==> src/rtl/irq_src_pkg.sv <==
package irq_src_pkg;

  localparam logic [1:0] OP_SET = 2'd0;
  localparam logic [1:0] OP_GET = 2'd1;
  localparam logic [1:0] OP_OFF = 2'd2;
  localparam logic [1:0] OP_ON  = 2'd3;

  typedef struct packed {
    logic asserted;
    logic sent;
    logic rejected;
    logic held;
    logic queued;
  } src_flags_t;

  function automatic logic num_in_window(input logic [31:0] num,
                                         input logic [31:0] base,
                                         input logic [31:0] count);
    return (num >= base) && ((num - base) < count);
  endfunction

  function automatic logic names_slot(input logic [31:0] num,
                                      input logic [31:0] base,
                                      input int unsigned idx);
    return num == (base + idx);
  endfunction

  function automatic src_flags_t level_rule(input src_flags_t f, input logic masked);
    src_flags_t r;
    r = f;
    if (!masked && f.asserted && !f.sent) begin
      r.sent   = 1'b1;
      r.queued = 1'b1;
    end
    return r;
  endfunction

endpackage

==> src/rtl/irq_src_slot.sv <==
module irq_src_slot
  import irq_src_pkg::*;
#(
  parameter int SRV_W  = 8,
  parameter int PRIO_W = 8
) (
  input  logic              clk,
  input  logic              rst_n,
  input  logic              is_level,
  input  logic              line,
  input  logic              rej_hit,
  input  logic              eoi_hit,
  input  logic              resend,
  input  logic              wr_en,
  input  logic [SRV_W-1:0]  wr_server,
  input  logic [PRIO_W-1:0] wr_prio,
  input  logic [PRIO_W-1:0] wr_saved,
  input  logic              take,
  output logic [SRV_W-1:0]  server,
  output logic [PRIO_W-1:0] prio,
  output logic [PRIO_W-1:0] saved,
  output logic              eligible
);

  localparam logic [PRIO_W-1:0] MASKED = '1;

  src_flags_t        flags, nflags;
  logic              line_q;
  logic              rise;
  logic [SRV_W-1:0]  nserver;
  logic [PRIO_W-1:0] nprio, nsaved;

  assign rise = line & ~line_q;

  always_comb begin
    nflags  = flags;
    nserver = server;
    nprio   = prio;
    nsaved  = saved;
    if (take) nflags.queued = 1'b0;
    if (rej_hit) begin
      nflags.rejected = 1'b1;
      nflags.sent     = 1'b0;
    end
    if (eoi_hit && is_level) nflags.sent = 1'b0;
    if (is_level) begin
      nflags.asserted = line;
      if (rise) nflags = level_rule(nflags, nprio == MASKED);
    end else if (rise) begin
      if (nprio == MASKED) nflags.held = 1'b1;
      else nflags.queued = 1'b1;
    end
    if (resend) begin
      if (is_level) begin
        nflags = level_rule(nflags, nprio == MASKED);
      end else if (nflags.rejected) begin
        nflags.rejected = 1'b0;
        if (nprio != MASKED) nflags.queued = 1'b1;
      end
    end
    if (wr_en) begin
      nserver = wr_server;
      nprio   = wr_prio;
      nsaved  = wr_saved;
      if (is_level) begin
        nflags = level_rule(nflags, nprio == MASKED);
      end else if (nflags.held && (nprio != MASKED)) begin
        nflags.held   = 1'b0;
        nflags.queued = 1'b1;
      end
    end
  end

  always_ff @(posedge clk) begin
    if (!rst_n) begin
      flags  <= '0;
      server <= '0;
      prio   <= MASKED;
      saved  <= MASKED;
      line_q <= 1'b0;
    end else begin
      flags  <= nflags;
      server <= nserver;
      prio   <= nprio;
      saved  <= nsaved;
      line_q <= line;
    end
  end

  assign eligible = flags.queued && (prio != MASKED);

endmodule

==> src/rtl/irq_src_pick.sv <==
module irq_src_pick #(
  parameter int NSRC  = 8,
  parameter int IDX_W = 3
) (
  input  logic [NSRC-1:0]  req,
  output logic [NSRC-1:0]  grant,
  output logic [IDX_W-1:0] gidx,
  output logic             any
);

  always_comb begin
    grant = '0;
    gidx  = '0;
    any   = 1'b0;
    for (int i = NSRC - 1; i >= 0; i--) begin
      if (req[i]) begin
        grant    = '0;
        grant[i] = 1'b1;
        gidx     = IDX_W'(i);
        any      = 1'b1;
      end
    end
  end

endmodule

==> src/rtl/irq_src_cfg.sv <==
module irq_src_cfg
  import irq_src_pkg::*;
#(
  parameter int NSRC   = 8,
  parameter int NSERV  = 4,
  parameter int BASE   = 4096,
  parameter int NUM_W  = 16,
  parameter int SRV_W  = 8,
  parameter int PRIO_W = 8
) (
  input  logic                        clk,
  input  logic                        rst_n,
  input  logic                        cfg_valid,
  input  logic [1:0]                  cfg_op,
  input  logic [NUM_W-1:0]            cfg_num,
  input  logic [SRV_W-1:0]            cfg_server,
  input  logic [PRIO_W-1:0]           cfg_prio,
  input  logic [NSRC-1:0][SRV_W-1:0]  cur_server,
  input  logic [NSRC-1:0][PRIO_W-1:0] cur_prio,
  input  logic [NSRC-1:0][PRIO_W-1:0] cur_saved,
  output logic [NSRC-1:0]             wr_en,
  output logic [SRV_W-1:0]            wr_server,
  output logic [PRIO_W-1:0]           wr_prio,
  output logic [PRIO_W-1:0]           wr_saved,
  output logic                        cfg_ack,
  output logic                        cfg_err,
  output logic [SRV_W-1:0]            cfg_rd_server,
  output logic [PRIO_W-1:0]           cfg_rd_prio
);

  logic              hit, srv_ok, req_ok;
  logic [NSRC-1:0]   sel;
  logic [SRV_W-1:0]  sel_server;
  logic [PRIO_W-1:0] sel_prio, sel_saved;

  always_comb begin
    hit        = num_in_window(32'(cfg_num), 32'(BASE), 32'(NSRC));
    srv_ok     = 32'(cfg_server) < 32'(NSERV);
    req_ok     = hit && ((cfg_op != OP_SET) || srv_ok);
    sel_server = '0;
    sel_prio   = '0;
    sel_saved  = '0;
    for (int i = 0; i < NSRC; i++) begin
      sel[i] = names_slot(32'(cfg_num), 32'(BASE), i);
      if (sel[i]) begin
        sel_server = cur_server[i];
        sel_prio   = cur_prio[i];
        sel_saved  = cur_saved[i];
      end
    end
    wr_server = sel_server;
    wr_prio   = sel_prio;
    wr_saved  = sel_saved;
    case (cfg_op)
      OP_SET: begin
        wr_server = cfg_server;
        wr_prio   = cfg_prio;
        wr_saved  = cfg_prio;
      end
      OP_OFF: begin
        wr_prio  = '1;
        wr_saved = sel_prio;
      end
      OP_ON: begin
        wr_prio  = sel_saved;
        wr_saved = sel_saved;
      end
      default: ;
    endcase
    wr_en = (cfg_valid && req_ok && (cfg_op != OP_GET)) ? sel : '0;
  end

  always_ff @(posedge clk) begin
    if (!rst_n) begin
      cfg_ack       <= 1'b0;
      cfg_err       <= 1'b0;
      cfg_rd_server <= '0;
      cfg_rd_prio   <= '0;
    end else begin
      cfg_ack <= cfg_valid;
      cfg_err <= cfg_valid && !req_ok;
      if (cfg_valid && req_ok && (cfg_op == OP_GET)) begin
        cfg_rd_server <= sel_server;
        cfg_rd_prio   <= sel_prio;
      end else begin
        cfg_rd_server <= '0;
        cfg_rd_prio   <= '0;
      end
    end
  end

endmodule

==> src/rtl/irq_source_ctrl.sv <==
module irq_source_ctrl
  import irq_src_pkg::*;
#(
  parameter int NSRC   = 8,
  parameter int NSERV  = 4,
  parameter int BASE   = 4096,
  parameter int NUM_W  = 16,
  parameter int SRV_W  = 8,
  parameter int PRIO_W = 8
) (
  input  logic              clk,
  input  logic              rst_n,
  input  logic [NSRC-1:0]   src_level,
  input  logic [NSRC-1:0]   src_line,
  input  logic              rej_valid,
  input  logic [NUM_W-1:0]  rej_num,
  input  logic              eoi_valid,
  input  logic [NUM_W-1:0]  eoi_num,
  input  logic              resend,
  input  logic              cfg_valid,
  input  logic [1:0]        cfg_op,
  input  logic [NUM_W-1:0]  cfg_num,
  input  logic [SRV_W-1:0]  cfg_server,
  input  logic [PRIO_W-1:0] cfg_prio,
  output logic              cfg_ack,
  output logic              cfg_err,
  output logic [SRV_W-1:0]  cfg_rd_server,
  output logic [PRIO_W-1:0] cfg_rd_prio,
  output logic              dlv_valid,
  input  logic              dlv_ready,
  output logic [SRV_W-1:0]  dlv_server,
  output logic [NUM_W-1:0]  dlv_source,
  output logic [PRIO_W-1:0] dlv_prio
);

  localparam int IDX_W = (NSRC > 1) ? $clog2(NSRC) : 1;

  logic [NSRC-1:0]             rej_hit, eoi_hit, wr_en, eligible, grant, take;
  logic [NSRC-1:0][SRV_W-1:0]  srv_arr;
  logic [NSRC-1:0][PRIO_W-1:0] prio_arr, saved_arr;
  logic [SRV_W-1:0]            wr_server;
  logic [PRIO_W-1:0]           wr_prio, wr_saved;
  logic [IDX_W-1:0]            gidx;
  logic                        any_due;
  logic                        load;

  assign load = !dlv_valid || dlv_ready;
  assign take = load ? grant : '0;

  for (genvar i = 0; i < NSRC; i++) begin : g_slot
    assign rej_hit[i] = rej_valid && names_slot(32'(rej_num), 32'(BASE), i);
    assign eoi_hit[i] = eoi_valid && names_slot(32'(eoi_num), 32'(BASE), i);

    irq_src_slot #(.SRV_W(SRV_W), .PRIO_W(PRIO_W)) i_slot (
      .clk      (clk),
      .rst_n    (rst_n),
      .is_level (src_level[i]),
      .line     (src_line[i]),
      .rej_hit  (rej_hit[i]),
      .eoi_hit  (eoi_hit[i]),
      .resend   (resend),
      .wr_en    (wr_en[i]),
      .wr_server(wr_server),
      .wr_prio  (wr_prio),
      .wr_saved (wr_saved),
      .take     (take[i]),
      .server   (srv_arr[i]),
      .prio     (prio_arr[i]),
      .saved    (saved_arr[i]),
      .eligible (eligible[i])
    );
  end

  irq_src_pick #(.NSRC(NSRC), .IDX_W(IDX_W)) i_pick (
    .req  (eligible),
    .grant(grant),
    .gidx (gidx),
    .any  (any_due)
  );

  irq_src_cfg #(
    .NSRC(NSRC), .NSERV(NSERV), .BASE(BASE),
    .NUM_W(NUM_W), .SRV_W(SRV_W), .PRIO_W(PRIO_W)
  ) i_cfg (
    .clk          (clk),
    .rst_n        (rst_n),
    .cfg_valid    (cfg_valid),
    .cfg_op       (cfg_op),
    .cfg_num      (cfg_num),
    .cfg_server   (cfg_server),
    .cfg_prio     (cfg_prio),
    .cur_server   (srv_arr),
    .cur_prio     (prio_arr),
    .cur_saved    (saved_arr),
    .wr_en        (wr_en),
    .wr_server    (wr_server),
    .wr_prio      (wr_prio),
    .wr_saved     (wr_saved),
    .cfg_ack      (cfg_ack),
    .cfg_err      (cfg_err),
    .cfg_rd_server(cfg_rd_server),
    .cfg_rd_prio  (cfg_rd_prio)
  );

  always_ff @(posedge clk) begin
    if (!rst_n) begin
      dlv_valid  <= 1'b0;
      dlv_server <= '0;
      dlv_source <= '0;
      dlv_prio   <= '0;
    end else if (load) begin
      dlv_valid  <= any_due;
      dlv_server <= srv_arr[gidx];
      dlv_source <= NUM_W'(32'(BASE) + 32'(gidx));
      dlv_prio   <= prio_arr[gidx];
    end
  end

endmodule

==> config.mk <==
export PLATFORM = sky130hd
export DESIGN_NAME = irq_source_ctrl
export DESIGN_NICKNAME = d
export VERILOG_FILES = /design/src/rtl/irq_src_pkg.sv /design/src/rtl/irq_src_slot.sv /design/src/rtl/irq_src_pick.sv /design/src/rtl/irq_src_cfg.sv /design/src/rtl/irq_source_ctrl.sv
export SDC_FILE = /design/constraint.sdc
export NUM_CORES = 1
export LEC_CHECK = 0
export CORE_MARGIN = 1
export CORE_UTILIZATION = 60
export DETAILED_ROUTE_END_ITERATION = 6
export GPL_TIMING_DRIVEN = 0
export MAX_ROUTING_LAYER = met4
export PLACE_DENSITY_LB_ADDON = 0.1
export SYNTH_ARGS = -nofsm -noshare
export SYNTH_HDL_FRONTEND = slang
export SYNTH_SLANG_ARGS = --single-unit
==> constraint.sdc <==
create_clock -name clk -period 5.69 [get_ports clk]
set_input_delay 1.138 -clock clk [delete_from_list [all_inputs] [get_ports clk]]
set_output_delay 1.138 -clock clk [all_outputs]
set_load 0.1 [all_outputs]
Yosys cells after proc, flatten, opt, wreduce, memory -nomap -nowiden
Index checks and enable logic that the tools add are counted.
- add/sub/neg operators: 2
- order comparisons: 4
- equal/unequal tests: 46
- multiplexer cells: 257
- bitwise logic cells: 16
- reductions and logical operators: 134
- operator list (operator ; count):
    16-bit by 13-bit equality test with 1-bit output, second input constant ; 24
    8-bit 2-to-1 mux ; 37
    1-bit 2-to-1 mux ; 128
    2-bit 2-to-1 mux ; 48
    4-bit 2-to-1 mux ; 24
    1-bit logical AND ; 94
    8-bit equality test, second input constant ; 9
    8-bit inequality test, second input constant ; 9
    8-bit binary-select mux with 3-bit select ; 2
    3-bit 2-to-1 mux ; 16
    1-bit logical NOT ; 35
    32-bit by 4-bit < comparator with 1-bit output, second input constant ; 1
    8-bit case mux with 3 select lines ; 1
    16-bit by 13-bit subtractor with 17-bit output, second input constant ; 1
    16-bit by 13-bit greater-or-equal comparator with 1-bit output, second input constant ; 1
    8-bit case mux with 2 select lines ; 1
    13-bit by 3-bit adder with 14-bit output, first input constant ; 1
    1-bit AND ; 8
    8-bit by 3-bit < comparator with 1-bit output, second input constant ; 1
    1-bit NOT ; 8
    2-bit equality test, second input constant ; 2
    3-bit by 4-bit < comparator with 1-bit output, second input constant ; 1
    2-bit by 1-bit equality test with 1-bit output, second input constant ; 1
    2-bit logical NOT ; 1
    4 further kinds ; 5
- register bits after elaboration: 291
- input port bits: 89
- output and inout bits: 51
- logic and storage cells: 539

Depth between registers and ports, before layout
Gate-level depths: netlist of the first run.
- depth after elaboration: 25
- gate-level depth with buffers: 14
- gate-level depth less buffers: 9

Modules after synthesis
A second synthesis of the first run with hierarchy kept.
- cells, all modules: 1544
- area, all modules: 14408.8 um^2
- by module, submodules not included (module ; instances ; cells each ; area an instance (um^2) ; seq. area each (um^2)):
    irq_src_slot ; 8 ; 113 ; 1171.1 ; 580.6
    irq_src_cfg ; 1 ; 374 ; 2763.9 ; 360.3
    irq_source_ctrl ; 1 ; 244 ; 2117.0 ; 420.4
    irq_src_pick ; 1 ; 22 ; 158.9 ; 0.0

Worst setup path after synthesis of the first run
Ideal clock, no wire load.
- kind: input -> register
- start point: input port cfg_num[8]
- end point: register g_slot[3].i_slot.flags[0] in the netlist's numbering
- setup time: 0.128 ns
- arrival time: 3.777 ns
- data required time: 5.562 ns
- setup slack: 1.785 ns
- cell stages on the path: 12
- path buffers: 3
- path through: or4_1 -> buf_4 -> nor4_4 -> a32o_1 -> a32oi_1 -> a311o_1 -> buf_4 -> a2111oi_4 -> nand4b_4 -> buf_6 -> a31oi_1 -> nor2_1
- longest elaborated chain between the ends: 17
- elaborated cells between the ends (all ways): 43
- those cells by class: 1 x add/sub; 2 x order compare; 10 x eq/ne; 22 x mux; 8 x reduce/logical
- ends and longest elaborated chain (what ; RTL line ; RTL):
    start, declared ; irq_source_ctrl.sv:22 ; input logic [NUM_W-1:0] cfg_num,
    16-bit by 13-bit equality test with 1-bit output ; irq_src_pkg.sv:25 ; return num == (base + idx);
    8-bit 2-to-1 mux (8 in a row) ; irq_src_cfg.sv:45 ; if (sel[i]) begin
    8-bit case mux with 3 select lines ; irq_src_cfg.sv:54 ; case (cfg_op)
    8-bit equality test ; irq_src_slot.sv:66 ; nflags = level_rule(nflags, nprio == MASKED);
    1-bit logical NOT ; irq_src_pkg.sv:31 ; if (!masked && f.asserted && !f.sent) begin
    1-bit logical AND (2 in a row) ; irq_src_pkg.sv:31 ;
    1-bit 2-to-1 mux ; irq_src_pkg.sv:31 ;
    2-bit 2-to-1 mux ; irq_src_slot.sv:65 ; if (is_level) begin
    4-bit 2-to-1 mux (*) ; irq_src_slot.sv:61 ; if (wr_en) begin
    end signal, assigned ; irq_src_slot.sv:82 ; flags <= nflags;
    end, declared ; irq_src_slot.sv:27 ; src_flags_t flags, nflags;
Mark *: on every way between the ends. The rest lies on a longest branch, timed or not.
A chain may end at the register's enable or synchronous reset.

Final worst setup path of the first run
- start point: input port cfg_num[2]
- end point: register g_slot[7].i_slot.flags[0] in the netlist's numbering
- longest elaborated chain between the ends: 17
- elaborated cells between the ends (all ways): 43
- those cells by class: 1 x add/sub; 2 x order compare; 10 x eq/ne; 22 x mux; 8 x reduce/logical
- ends and longest elaborated chain (what ; RTL line):
    16-bit by 13-bit equality test with 1-bit output ; irq_src_pkg.sv:25
    8-bit 2-to-1 mux (8 in a row) ; irq_src_cfg.sv:45
    8-bit case mux with 3 select lines ; irq_src_cfg.sv:54
    8-bit equality test ; irq_src_slot.sv:66
    1-bit logical NOT ; irq_src_pkg.sv:31
    1-bit logical AND (2 in a row) ; irq_src_pkg.sv:31
    1-bit 2-to-1 mux ; irq_src_pkg.sv:31
    2-bit 2-to-1 mux ; irq_src_slot.sv:65
    4-bit 2-to-1 mux (*) ; irq_src_slot.sv:61
    end signal, assigned ; irq_src_slot.sv:82
    end, declared ; irq_src_slot.sv:27
Marked as above.

==> flow_metrics.tcl, run 1 <==
set metrics [dict create \
    die_w_um 155 \
    antenna_found_initial 1 \
    peakVddDrop_mv 0.227 \
    critPathBufInv 4 \
    cp_top_family "buffers and inverters" \
    cp.required_ns 6.12 \
    min_delay_worst_endpoint "g_slot[1].i_slot.server[1]" \
    outcome "finished, final reports clean" \
    synth_area_leader_cell "dfxtp_1" \
    path_common_cell "clkbuf_1" \
    hp-class "reg2reg" \
    powerDensity_nw_per_um2 264 \
    grt_pass1_vias 14600 \
    layout_common_cells "nand2_1, dfxtp_1, nor2_1" \
    clock_sinks 271 \
    ctsLongestPathBuffers 3 \
    p_sw_mw 1.13 \
    p_comb_share_pct 9.8 \
    drive_gt1_share_pct 6.51 \
    synthArstFlopShare_pct 0 \
    cts_setup_buffers 0 \
    power.total_mw 4.37 \
    overflow 0 \
    ys.flop_type "dfxtp_1" \
    setup_ws_ns 0.275 \
    fin_util_pct 72.9 \
    synth_top_cell_area_share_pct 38.8 \
    timing.critical_path.slowest_stage_cell "clkbuf_1" \
    drt_iter0_drc 2636 \
    fp.dieArea_um2 23900 \
    crit_fanout 10 \
    rr_worst_depth 12 \
    ys_seq_area_share_pct 38.8 \
    finClkSkew_ns 0.0138 \
    design_area_um2 16500 \
    p_int_mw 3.24 \
    numPortBuffers 117 \
    synthDistinctLibCells 83 \
    netlist_area_um2 14000 \
    routed_wl_um 60400 \
    pre_cts_ws_ns 0.0204 \
    drc_errors 0 \
    ant_nets 0 \
    wl_per_cell_um 27.4 \
    cts_tree "built" \
    drv_cap 0 \
    grt_usage_pct 51.0 \
    hold_ws_ns 0.469 \
    rsz0062_at_grt "false" \
    slowest_delay_ns 0.64 \
    grt_max_degree 14 \
    cts_htree_levels 1 \
    path_cells "clkdlybuf4s50_1 -> clkbuf_1 -> clkbuf_1 -> clkbuf_1 -> nor4b_1 -> o32ai_1 -> a22oi_1 -> o211ai_1 -> o211ai_2 -> nor2_1 -> nand4b_4 -> nand2_2 -> o21ai_0" \
    cp-end-kind "flip-flop" \
    gp_congestion 1.07 \
    swShare_pct 25.8 \
    clkPwrFrac_pct 46.4 \
    rows 55 \
    num_vias 15800 \
    reg2reg_slack_ns 1.57 \
    setup_viol 0 \
    root_buffer "clkbuf_16" \
    ctsHoldBuffers 0 \
    period_share_pct 95.2 \
    chipHeight_um 155 \
    final_nets 1986 \
    holdPathStages 2 \
    crit_type "in2reg" \
    dp_hpwl_um 44400 \
    clk_latency_ns 0.56 \
    synth.area.top_cells "dfxtp_1, nand2_1, o211ai_1, mux2i_1, a21oi_1" \
    max_freq_ghz 0.185 \
    yosys_warnings 0 \
    dr.pass1.iters 7 \
    dpl_cell_area_um2 15500 \
    startpoint_type "primary input" \
    initial_core_util_pct 61.5 \
    slew_headroom_pct 7.12 \
    period_needed_ns 5.41 \
    finalMaxSlewViolations 0 \
    avgSynthCellArea_um2 8.04 \
    synth_edf_count 0 \
    power.share.sequential_pct 43.8 \
    r2r-start "g_slot[7].i_slot.prio[2]" \
    avgViaCountPerCell 7.16 \
    cts_repair_resize_count 0 \
    area_growth_pct 18.5 \
    grt_pass1_wl_um 88900 \
    timing.rr.end "dlv_prio[2]" \
    worstMarginPinSlew_ns 1.38 \
    synthCells 1737 \
    cellLeakagePower_nw 7.12 \
    hold_start "g_slot[1].i_slot.server[1]" \
    num_io_pins 140 \
    cts-buffers-inserted 29 \
    clk_pin_slew_ns 0.06 \
    core_um2 22700 \
    yosys_register_bits 271 \
    cp.arrival_ns 5.84 \
    finalHoldViolCount 0 \
    layout_commonest_cell "nand2_1" \
]
==> worst register-to-register path, stage by stage (launching register included) <==
cell and delay (ns):
dfxtp_1 0.46, nand4_1 0.14, or2_2 0.38, clkbuf_1 0.20
nand2_1 0.12, a21oi_1 0.07, o21ai_1 0.82, a22o_1 0.25
clkbuf_1 0.14, buf_2 0.44, mux2i_1 0.51, a221oi_1 0.22
a22o_1 0.24
==> power by group through the flow <==
stage | Sequential [mW] | Clock, mW | Combinational, mW
after floorplan | 1.98 | 0 | 0.210
after detailed placement | 1.96 | 0 | 0.404
after CTS | 1.91 | 1.99 | 0.407
final | 1.91 | 2.02 | 0.428
after global routing | 1.91 | 2.07 | 0.436
after global placement | 1.96 | 0 | 0.400
==> cell usage after synthesis (24+ instances only) <==
| master | count |
|---|---|
| a22oi_1 | 35 |
| a221oi_1 | 25 |
| nand4_1 | 25 |
| and2_1 | 29 |
| nor3_1 | 29 |
| nor2_1 | 138 |
| dfxtp_1 | 271 |
| mux2i_1 | 88 |
| nand2_1 | 306 |
| a21oi_1 | 104 |
| clkbuf_1 | 110 |
| nand3_1 | 26 |
| o21ai_0 | 86 |
| a22o_1 | 24 |
| o211ai_1 | 118 |
==> final cells by class <==
class | instances | area (µm²)
fill | 1742 | 6160
antenna | 1 | 2.50
buffer | 155 | 672
multi-input combinational | 1304 | 7850
clock inverter | 15 | 206
sequential | 271 | 5430
clock buffer | 38 | 790
timing repair buffer | 118 | 1180
inverter | 18 | 67.6
tap | 285 | 357
==> logic make-up (layout without fill, tap and decap cells) <==
kind of cell	after synthesis	after routing	share of synthesized area, %
mux	94	94	6.79
flops	271	271	38.8
compound gates	521	521	26.0
simple gates	677	677	23.0
other cells	1	13	0.0268
buf+inv	173	344	5.29
==> per-layer routing <==
metal	GRT usage, %	vias to the layer above	share of wire, %
li1	-	6644	-
met1	62.9	7282	36
met2	73.3	1529	41
met3	16.3	338	16
met4	29.0	0	6.5
met5	-	-	0
==> metrics by stage <==
step	std cells	TNS (ns)
floorplan	1748	0
global placement	2150	-0.307
detailed placement	2150	0
CTS	2203	0
global route	2205	0
finish	2205	0
==> how the worst max path moves through the flow <==
stage / start / endpoint / cells past startpoint
4_1_cts: cfg_num[2] / g_slot[7].i_slot.flags[0] / 13
3_5_place_dp: cfg_num[2] / g_slot[6].i_slot.flags[3] / 14
5_1_grt: cfg_num[2] / g_slot[3].i_slot.flags[0] / 14
6_report: cfg_num[2] / g_slot[7].i_slot.flags[0] / 13
2_1_floorplan: cfg_num[8] / g_slot[3].i_slot.flags[0] / 12
3_3_place_gp: cfg_num[2] / g_slot[2].i_slot.flags[3] / 12
==> registers in the layout (all words and copies together), names as in the netlist <==
name and cells:
i_cfg.cfg_ack 1, g_slot.i_slot.saved 64, g_slot.i_slot.server 64, i_cfg.cfg_err 1
g_slot.i_slot.prio 64, i_cfg.cfg_rd_prio 8, g_slot.i_slot.line_q 8, dlv_server 8
dlv_valid 1, dlv_source 4, dlv_prio 8, g_slot.i_slot.flags 32
i_cfg.cfg_rd_server 8
Power figures use the tool's default switching activity.
==> run 2, diff against run 1 <==
--- a/config.mk
+++ b/config.mk
@@ -11,6 +11,7 @@
 export GPL_TIMING_DRIVEN = 0
 export MAX_ROUTING_LAYER = met4
 export PLACE_DENSITY_LB_ADDON = 0.1
+export SETUP_SLACK_MARGIN = 0.02
 export SYNTH_ARGS = -nofsm -noshare
 export SYNTH_HDL_FRONTEND = slang
 export SYNTH_SLANG_ARGS = --single-unit
==> results of run 2 <==
The final DEF is identical to that of run 1; final timing and power are the same.
